===== config.mk =====
export PLATFORM = sky130hd
export DESIGN_NAME = pe_guard
export DESIGN_NICKNAME = d
export VERILOG_FILES = /design/src/rtl/pe_guard_pkg.sv /design/src/rtl/pe_guard_limits.sv /design/src/rtl/pe_guard_timer.sv /design/src/rtl/pe_guard_lane.sv /design/src/rtl/pe_guard.sv
export SDC_FILE = /design/constraint.sdc
export NUM_CORES = 1
export LEC_CHECK = 0
export BUFFER_PORTS_ARGS = -buffer_cell sky130_fd_sc_hd__buf_4
export CAP_MARGIN = 25
export CORE_AREA = 2 2 192 194
export CTS_CLUSTER_SIZE = 30
export DETAILED_ROUTE_END_ITERATION = 8
export DIE_AREA = 0 0 194 196
export PLACE_DENSITY = 0.66
export REMOVE_ABC_BUFFERS = 1
export SYNTH_ARGS = -nofsm -noshare
export SYNTH_HDL_FRONTEND = slang
export SYNTH_HIERARCHICAL = 1
export SYNTH_SLANG_ARGS = --single-unit

===== constraint.sdc =====
create_clock -name clk -period 2 [get_ports clk]
set_clock_uncertainty 0.1 [all_clocks]
set_input_delay 0.2 -clock clk [delete_from_list [all_inputs] [get_ports clk]]
set_output_delay 0.2 -clock clk [all_outputs]
set_load 0.02 [all_outputs]

===== src/rtl/pe_guard_pkg.sv =====
package pe_guard_pkg;

  typedef enum logic {
    LIM_PROC = 1'b0,
    LIM_BUS  = 1'b1
  } lim_kind_e;

endpackage


===== src/rtl/pe_guard_limits.sv =====
module pe_guard_limits
  import pe_guard_pkg::*;
#(
  parameter int N_PE  = 5,
  parameter int CNT_W = 16,
  parameter int IDX_W = 3
) (
  input  logic                         clk,
  input  logic                         rst,
  input  logic                         cfg_we,
  input  logic                         cfg_kind,
  input  logic [IDX_W-1:0]             cfg_idx,
  input  logic [CNT_W-1:0]             cfg_limit,
  output logic [N_PE-1:0][CNT_W-1:0]   proc_lim,
  output logic [N_PE-1:0][CNT_W-1:0]   bus_lim
);

  for (genvar e = 0; e < N_PE; e++) begin : g_slot
    logic hit;
    assign hit = cfg_we && (cfg_idx == IDX_W'(e));

    always_ff @(posedge clk) begin
      if (rst) begin
        proc_lim[e] <= '0;
        bus_lim[e]  <= '0;
      end else if (hit) begin
        if (cfg_kind == LIM_BUS) bus_lim[e]  <= cfg_limit;
        else                     proc_lim[e] <= cfg_limit;
      end
    end
  end

endmodule


===== src/rtl/pe_guard_timer.sv =====
module pe_guard_timer #(
  parameter int CNT_W = 16
) (
  input  logic             clk,
  input  logic             rst,
  input  logic             start,
  input  logic             stop,
  input  logic             kill,
  input  logic [CNT_W-1:0] limit,
  output logic             expire,
  output logic             running
);

  logic [CNT_W-1:0] cnt;
  logic             act;

  // Expiry is the step from one to zero; a restart or stop in that cycle wins.
  assign expire  = act && (cnt == CNT_W'(1)) && !start && !stop;
  assign running = act;

  always_ff @(posedge clk) begin
    if (rst) begin
      act <= 1'b0;
      cnt <= '0;
    end else if (kill || expire) begin
      act <= 1'b0;
      cnt <= '0;
    end else if (start) begin
      act <= (limit != '0);
      cnt <= limit;
    end else if (stop) begin
      act <= 1'b0;
      cnt <= '0;
    end else if (act) begin
      cnt <= cnt - CNT_W'(1);
    end
  end

  // a free-running watchdog loses exactly one count per cycle
  p_count_down_r2: assert property (@(posedge clk) disable iff (rst)
    act && !start && !stop && !kill && (cnt > CNT_W'(1))
      |=> act && (cnt == $past(cnt) - CNT_W'(1)));

  // a zero budget leaves the watchdog idle
  p_zero_idle_r7: assert property (@(posedge clk) disable iff (rst)
    start && !kill && (limit == '0) |=> !running);

  // a stop without restart ends the count
  p_stop_clears_r3: assert property (@(posedge clk) disable iff (rst)
    act && stop && !start |=> !running);

endmodule


===== src/rtl/pe_guard_lane.sv =====
module pe_guard_lane #(
  parameter int CNT_W = 16
) (
  input  logic             clk,
  input  logic             rst,
  input  logic             load_done,
  input  logic             proc_run,
  input  logic             data_ack,
  input  logic             data_valid,
  input  logic [CNT_W-1:0] proc_lim,
  input  logic [CNT_W-1:0] bus_lim,
  output logic             pe_rst,
  output logic             drop
);

  logic run_q, valid_q;
  logic run_fall, valid_fall;
  logic p_exp, b_exp, p_run, b_run;

  assign run_fall   = run_q && !proc_run;
  assign valid_fall = valid_q && !data_valid;

  pe_guard_timer #(.CNT_W(CNT_W)) u_proc_t (
    .clk     (clk),
    .rst     (rst),
    .start   (load_done),
    .stop    (run_fall),
    .kill    (b_exp),
    .limit   (proc_lim),
    .expire  (p_exp),
    .running (p_run)
  );

  pe_guard_timer #(.CNT_W(CNT_W)) u_bus_t (
    .clk     (clk),
    .rst     (rst),
    .start   (data_ack),
    .stop    (valid_fall),
    .kill    (p_exp),
    .limit   (bus_lim),
    .expire  (b_exp),
    .running (b_run)
  );

  always_ff @(posedge clk) begin
    if (rst) begin
      run_q   <= 1'b0;
      valid_q <= 1'b0;
      pe_rst  <= 1'b0;
      drop    <= 1'b0;
    end else begin
      run_q   <= proc_run;
      valid_q <= data_valid;
      pe_rst  <= p_exp || b_exp;
      drop    <= p_exp || b_exp;
    end
  end

  // reset pulse never lasts two cycles
  p_rst_single_r4: assert property (@(posedge clk) disable iff (rst)
    pe_rst |=> !pe_rst);

  // a reset pulse only follows a cycle in which some watchdog was live
  p_rst_from_timer_r8: assert property (@(posedge clk) disable iff (rst)
    $rose(pe_rst) |-> $past(p_run || b_run));

  // after an expiry neither watchdog of this lane is still counting
  p_both_cleared_r8: assert property (@(posedge clk) disable iff (rst)
    (p_exp || b_exp) && !load_done && !data_ack |=> !p_run && !b_run);

endmodule


===== src/rtl/pe_guard.sv =====
module pe_guard
  import pe_guard_pkg::*;
#(
  parameter int N_PE  = 5,
  parameter int CNT_W = 16,
  localparam int IDX_W = (N_PE > 1) ? $clog2(N_PE) : 1
) (
  input  logic             clk,
  input  logic             rst,
  input  logic             cfg_we,
  input  logic             cfg_kind,
  input  logic [IDX_W-1:0] cfg_idx,
  input  logic [CNT_W-1:0] cfg_limit,
  input  logic [N_PE-1:0]  load_done,
  input  logic [N_PE-1:0]  proc_run,
  input  logic [N_PE-1:0]  data_ack,
  input  logic [N_PE-1:0]  data_valid,
  output logic [N_PE-1:0]  pe_rst,
  output logic [N_PE-1:0]  drop
);

  logic [N_PE-1:0][CNT_W-1:0] proc_lim;
  logic [N_PE-1:0][CNT_W-1:0] bus_lim;

  pe_guard_limits #(
    .N_PE  (N_PE),
    .CNT_W (CNT_W),
    .IDX_W (IDX_W)
  ) u_limits (
    .clk       (clk),
    .rst       (rst),
    .cfg_we    (cfg_we),
    .cfg_kind  (cfg_kind),
    .cfg_idx   (cfg_idx),
    .cfg_limit (cfg_limit),
    .proc_lim  (proc_lim),
    .bus_lim   (bus_lim)
  );

  for (genvar e = 0; e < N_PE; e++) begin : g_lane
    pe_guard_lane #(.CNT_W(CNT_W)) u_lane (
      .clk        (clk),
      .rst        (rst),
      .load_done  (load_done[e]),
      .proc_run   (proc_run[e]),
      .data_ack   (data_ack[e]),
      .data_valid (data_valid[e]),
      .proc_lim   (proc_lim[e]),
      .bus_lim    (bus_lim[e]),
      .pe_rst     (pe_rst[e]),
      .drop       (drop[e])
    );
  end

  // nothing is flagged in the first cycle out of reset
  p_quiet_after_reset_r10: assert property (@(posedge clk)
    $past(rst) |-> (pe_rst == '0) && (drop == '0));

endmodule


==> flow_summary.yaml <==
placed_design:
  portBuffers: 52
  dp_hpwl_mm: 31.6
  gp_congestion: 0.900
  placed_cells: 2479
yosys:
  synth_top_area_frac: 0.390
  ys.flop_type: "dfxtp_1"
  ys_seq_area_frac: 0.390
  synth-edff-count: 0
  synth_area_sq_um: 17700
  syn_inst: 1965
  synth_top_area_cell: "dfxtp_1"
  yosys-top-cells-area: "dfxtp_1 (39%), mux2i_1 (10%), nand2b_1 (6.6%)"
  synth-async-reset-ratio: 0
  netlist-cell-type-count: 53
  syn_area_per_cell_sq_um: 9.01
  ys_ff_latch: 345
  ys_warn_count: 6
clock_network:
  clock_path_buffers: 3
  cts_tree: "yes"
  clock_latency_ps: 530
  clk_pin_slew_ps: 60
  cts_sinks: 345
  cts_max_level: 2
  cts_buffers: 39
  cts_root_buffer: "clkbuf_16"
timing:
  timing.hold.ws_ps: 47.6
  max_clock_freq_mhz: 524
  worst-slew-pin-transition_ps: 521
  period_needed_ps: 1910
  setup_viol: 0
  min_period_over_period: 0.955
  fin_setup_tns_ps: 0
  maxSlewViolCount: 0
  max-slew-margin-rel: 0.652
  rsz0062_at_grt: "no"
  hold_viol_final: 0
setup_path:
  cp_max_fo: 5
  critPathKind: "flop to flop"
  cpPeakStageDelay_ps: 550
  required_ps: 2360
  crit_path_start_kind: "flop"
  arrival_ps: 2270
  cp-end-kind: "flop"
  crit_slowest_cell: "or4_4"
  crit_path_cell_trace: "or4_4, nor4_4, buf_4, a21oi_1, o21ba_1, nor3_2"
  reg2reg_slack_ps: 90
die:
  design.die.area_sq_um: 38000
  dieWidth_um: 194
  pin_count: 53
  core_area_sq_um: 36100
  std_cell_rows: 70
  die_h_um: 196
  initial_core_util: 0.491
global_route:
  grt_overflow: 0
  grt_usage: 0.240
  grt_pass1_wl_mm: 75.4
  antenna_found_initial: 0
  grt_pass1_vias: 14400
  grt_start_max_net_pins: 51
cells_and_area:
  instances_no_fill: 2563
  syn2layout_area_growth_pct: 15.4
  final_net_count: 2134
  final_core_util: 0.566
  drive_above_1_share: 0.145
  fillers: 3220
  n_antenna_cell: 0
route:
  drc: 0
  vias: 15000
  wl_per_cell_um: 18.2
  ant_nets: 0
  drt_pass1_iterations: 5
  drt-initial-drc-count: 991
  totalWireLength_mm: 46.7
  vias_per_cell: 5.84
outcome:
  status: "completed"
power_and_ir_drop:
  leakagePower_nw: 8.49
  p_per_area_nw_per_um2: 828
  peakVddDrop_uv: 710
  power_mw: 16.9
job:
  maxCapViolCount: 0
min_path:
  hold_class: "input pin to flop"
-- sequential cells by signal, indices dropped and copies added, names as in the netlist --
| name | count |
|---|---|
| g_lane.u_lane/u_bus_t/cnt | 80 |
| g_lane.u_lane/u_proc_t/cnt | 80 |
| u_limits/bus_lim | 80 |
| u_limits/proc_lim | 80 |
| g_lane.u_lane/drop | 5 |
| g_lane.u_lane/run_q | 5 |
| g_lane.u_lane/u_bus_t/running | 5 |
| g_lane.u_lane/u_proc_t/running | 5 |
| g_lane.u_lane/valid_q | 5 |
-- cell type report --
type,count,area [sq um],area share
multi-input cells,1489,10100,0.494
flip-flops and latches,345,6910,0.338
repair buffers,176,1500,0.0736
clock buffers,59,1180,0.0579
well taps,468,586,0.0287
clock inverters,6,80.1,0.00392
inverters,20,75.1,0.00367
-- kinds of logic (layout without fill, tap and decap cells) --
family | count (synthesis) | count (layout) | share of synthesized area
compound gates | 345 | 345 | 0.130
xor+xnor | 50 | 50 | 0.0247
fa+ha+maj | 20 | 20 | 0.0141
buf+inv | 131 | 261 | 0.0404
flops | 345 | 345 | 0.390
mux | 180 | 180 | 0.102
simple gates | 894 | 894 | 0.299
-- cells in the final DEF (no fill, tap or decap), types with 10 or more instances in the layout --
cell type / n
nand2b_1: 186
nor2_1: 175
nand2_1: 121
buf_12: 11
nand3b_1: 20
a21oi_1: 99
and3_1: 10
nand4b_1: 20
nor3_2: 24
a31oi_1: 35
nor2b_1: 25
xnor2_1: 40
a221oi_1: 10
a21boi_0: 10
o21ai_0: 25
mux2i_1: 180
dlygate4sd3_1: 18
clkbuf_16: 41
and2_1: 22
and3b_1: 11
dfxtp_1: 339
o21ba_1: 15
nor3_1: 75
inv_1: 20
or4_4: 10
nand3_1: 25
nand4_1: 40
a22oi_1: 90
o21a_1: 10
xor2_1: 10
ha_1: 20
nor4_4: 15
nor4_1: 60
or3_1: 15
a211oi_1: 20
buf_4: 147
o31a_1: 10
-- Yosys cell counts, types with 22 or more instances --
cell,instances
a31oi_1,35
nor3_2,25
nand3_1,25
nor2_1,175
o21ai_0,25
dfxtp_1,345
nand4_1,40
and2_1,22
nor2b_1,25
nand2b_1,186
a22oi_1,90
nor4_1,60
nor3_1,75
clkbuf_1,75
nand2_1,121
mux2i_1,180
a21oi_1,100
xnor2_1,40
-- stage by stage --
| stage | setup WS, ps | area (sq um) |
|---|---|---|
| 2_1_floorplan | 12.5 | 17100 |
| 3_3_place_gp | 136 | 19000 |
| 3_5_place_dp | 113 | 19000 |
| 4_1_cts | 101 | 20400 |
| 5_1_grt | 0.855 | 20400 |
| 6_report | 89.8 | 20400 |
-- metal layers --
metal,GRT usage,share of wire,vias up
li1,-,-,7321
met1,0.314,0.45,7167
met2,0.410,0.47,398
met3,0.0325,0.053,93
met4,0.0769,0.028,0
met5,0,0,-
-- critical path: cells and delay by family (launching register included) --
kind	cells	cell delay, ps
buffers and inverters	1	180
flip-flops	1	340
AO/OA/AOI/OAI	2	220
AND/OR/NAND/NOR	3	1000
-- power by group --
group | total (mW) | switching [mW] | internal, mW
Sequential | 7.32 | 0.249 | 7.07
Combinational | 2.50 | 1.36 | 1.14
Clock | 7.11 | 2.80 | 4.31
-- path summary, 6_finish.rpt --
path / endpoint / from / cells after the start
worst max-delay path: g_lane[3].u_lane/u_proc_t/cnt[7] / g_lane[3].u_lane/u_proc_t/cnt[2] / 6
worst max register to register: g_lane[3].u_lane/u_proc_t/cnt[7] / g_lane[3].u_lane/u_proc_t/cnt[2] / 6
worst min register to register: g_lane[4].u_lane/u_proc_t/cnt[14] / u_limits/proc_lim[78] / 2
worst min-delay path: g_lane[3].u_lane/u_proc_t/cnt[11] / load_done[3] / 4
-- repair_timing --
action / CTS / global route
gates resized for setup: 0 / 9
setup buffers: 0 / 1
endpoints found under the setup margin: 0 / 24
hold endpoints to repair: 44 / 0
hold buffers: 18 / 0
(Power assumes the default switching activity.)
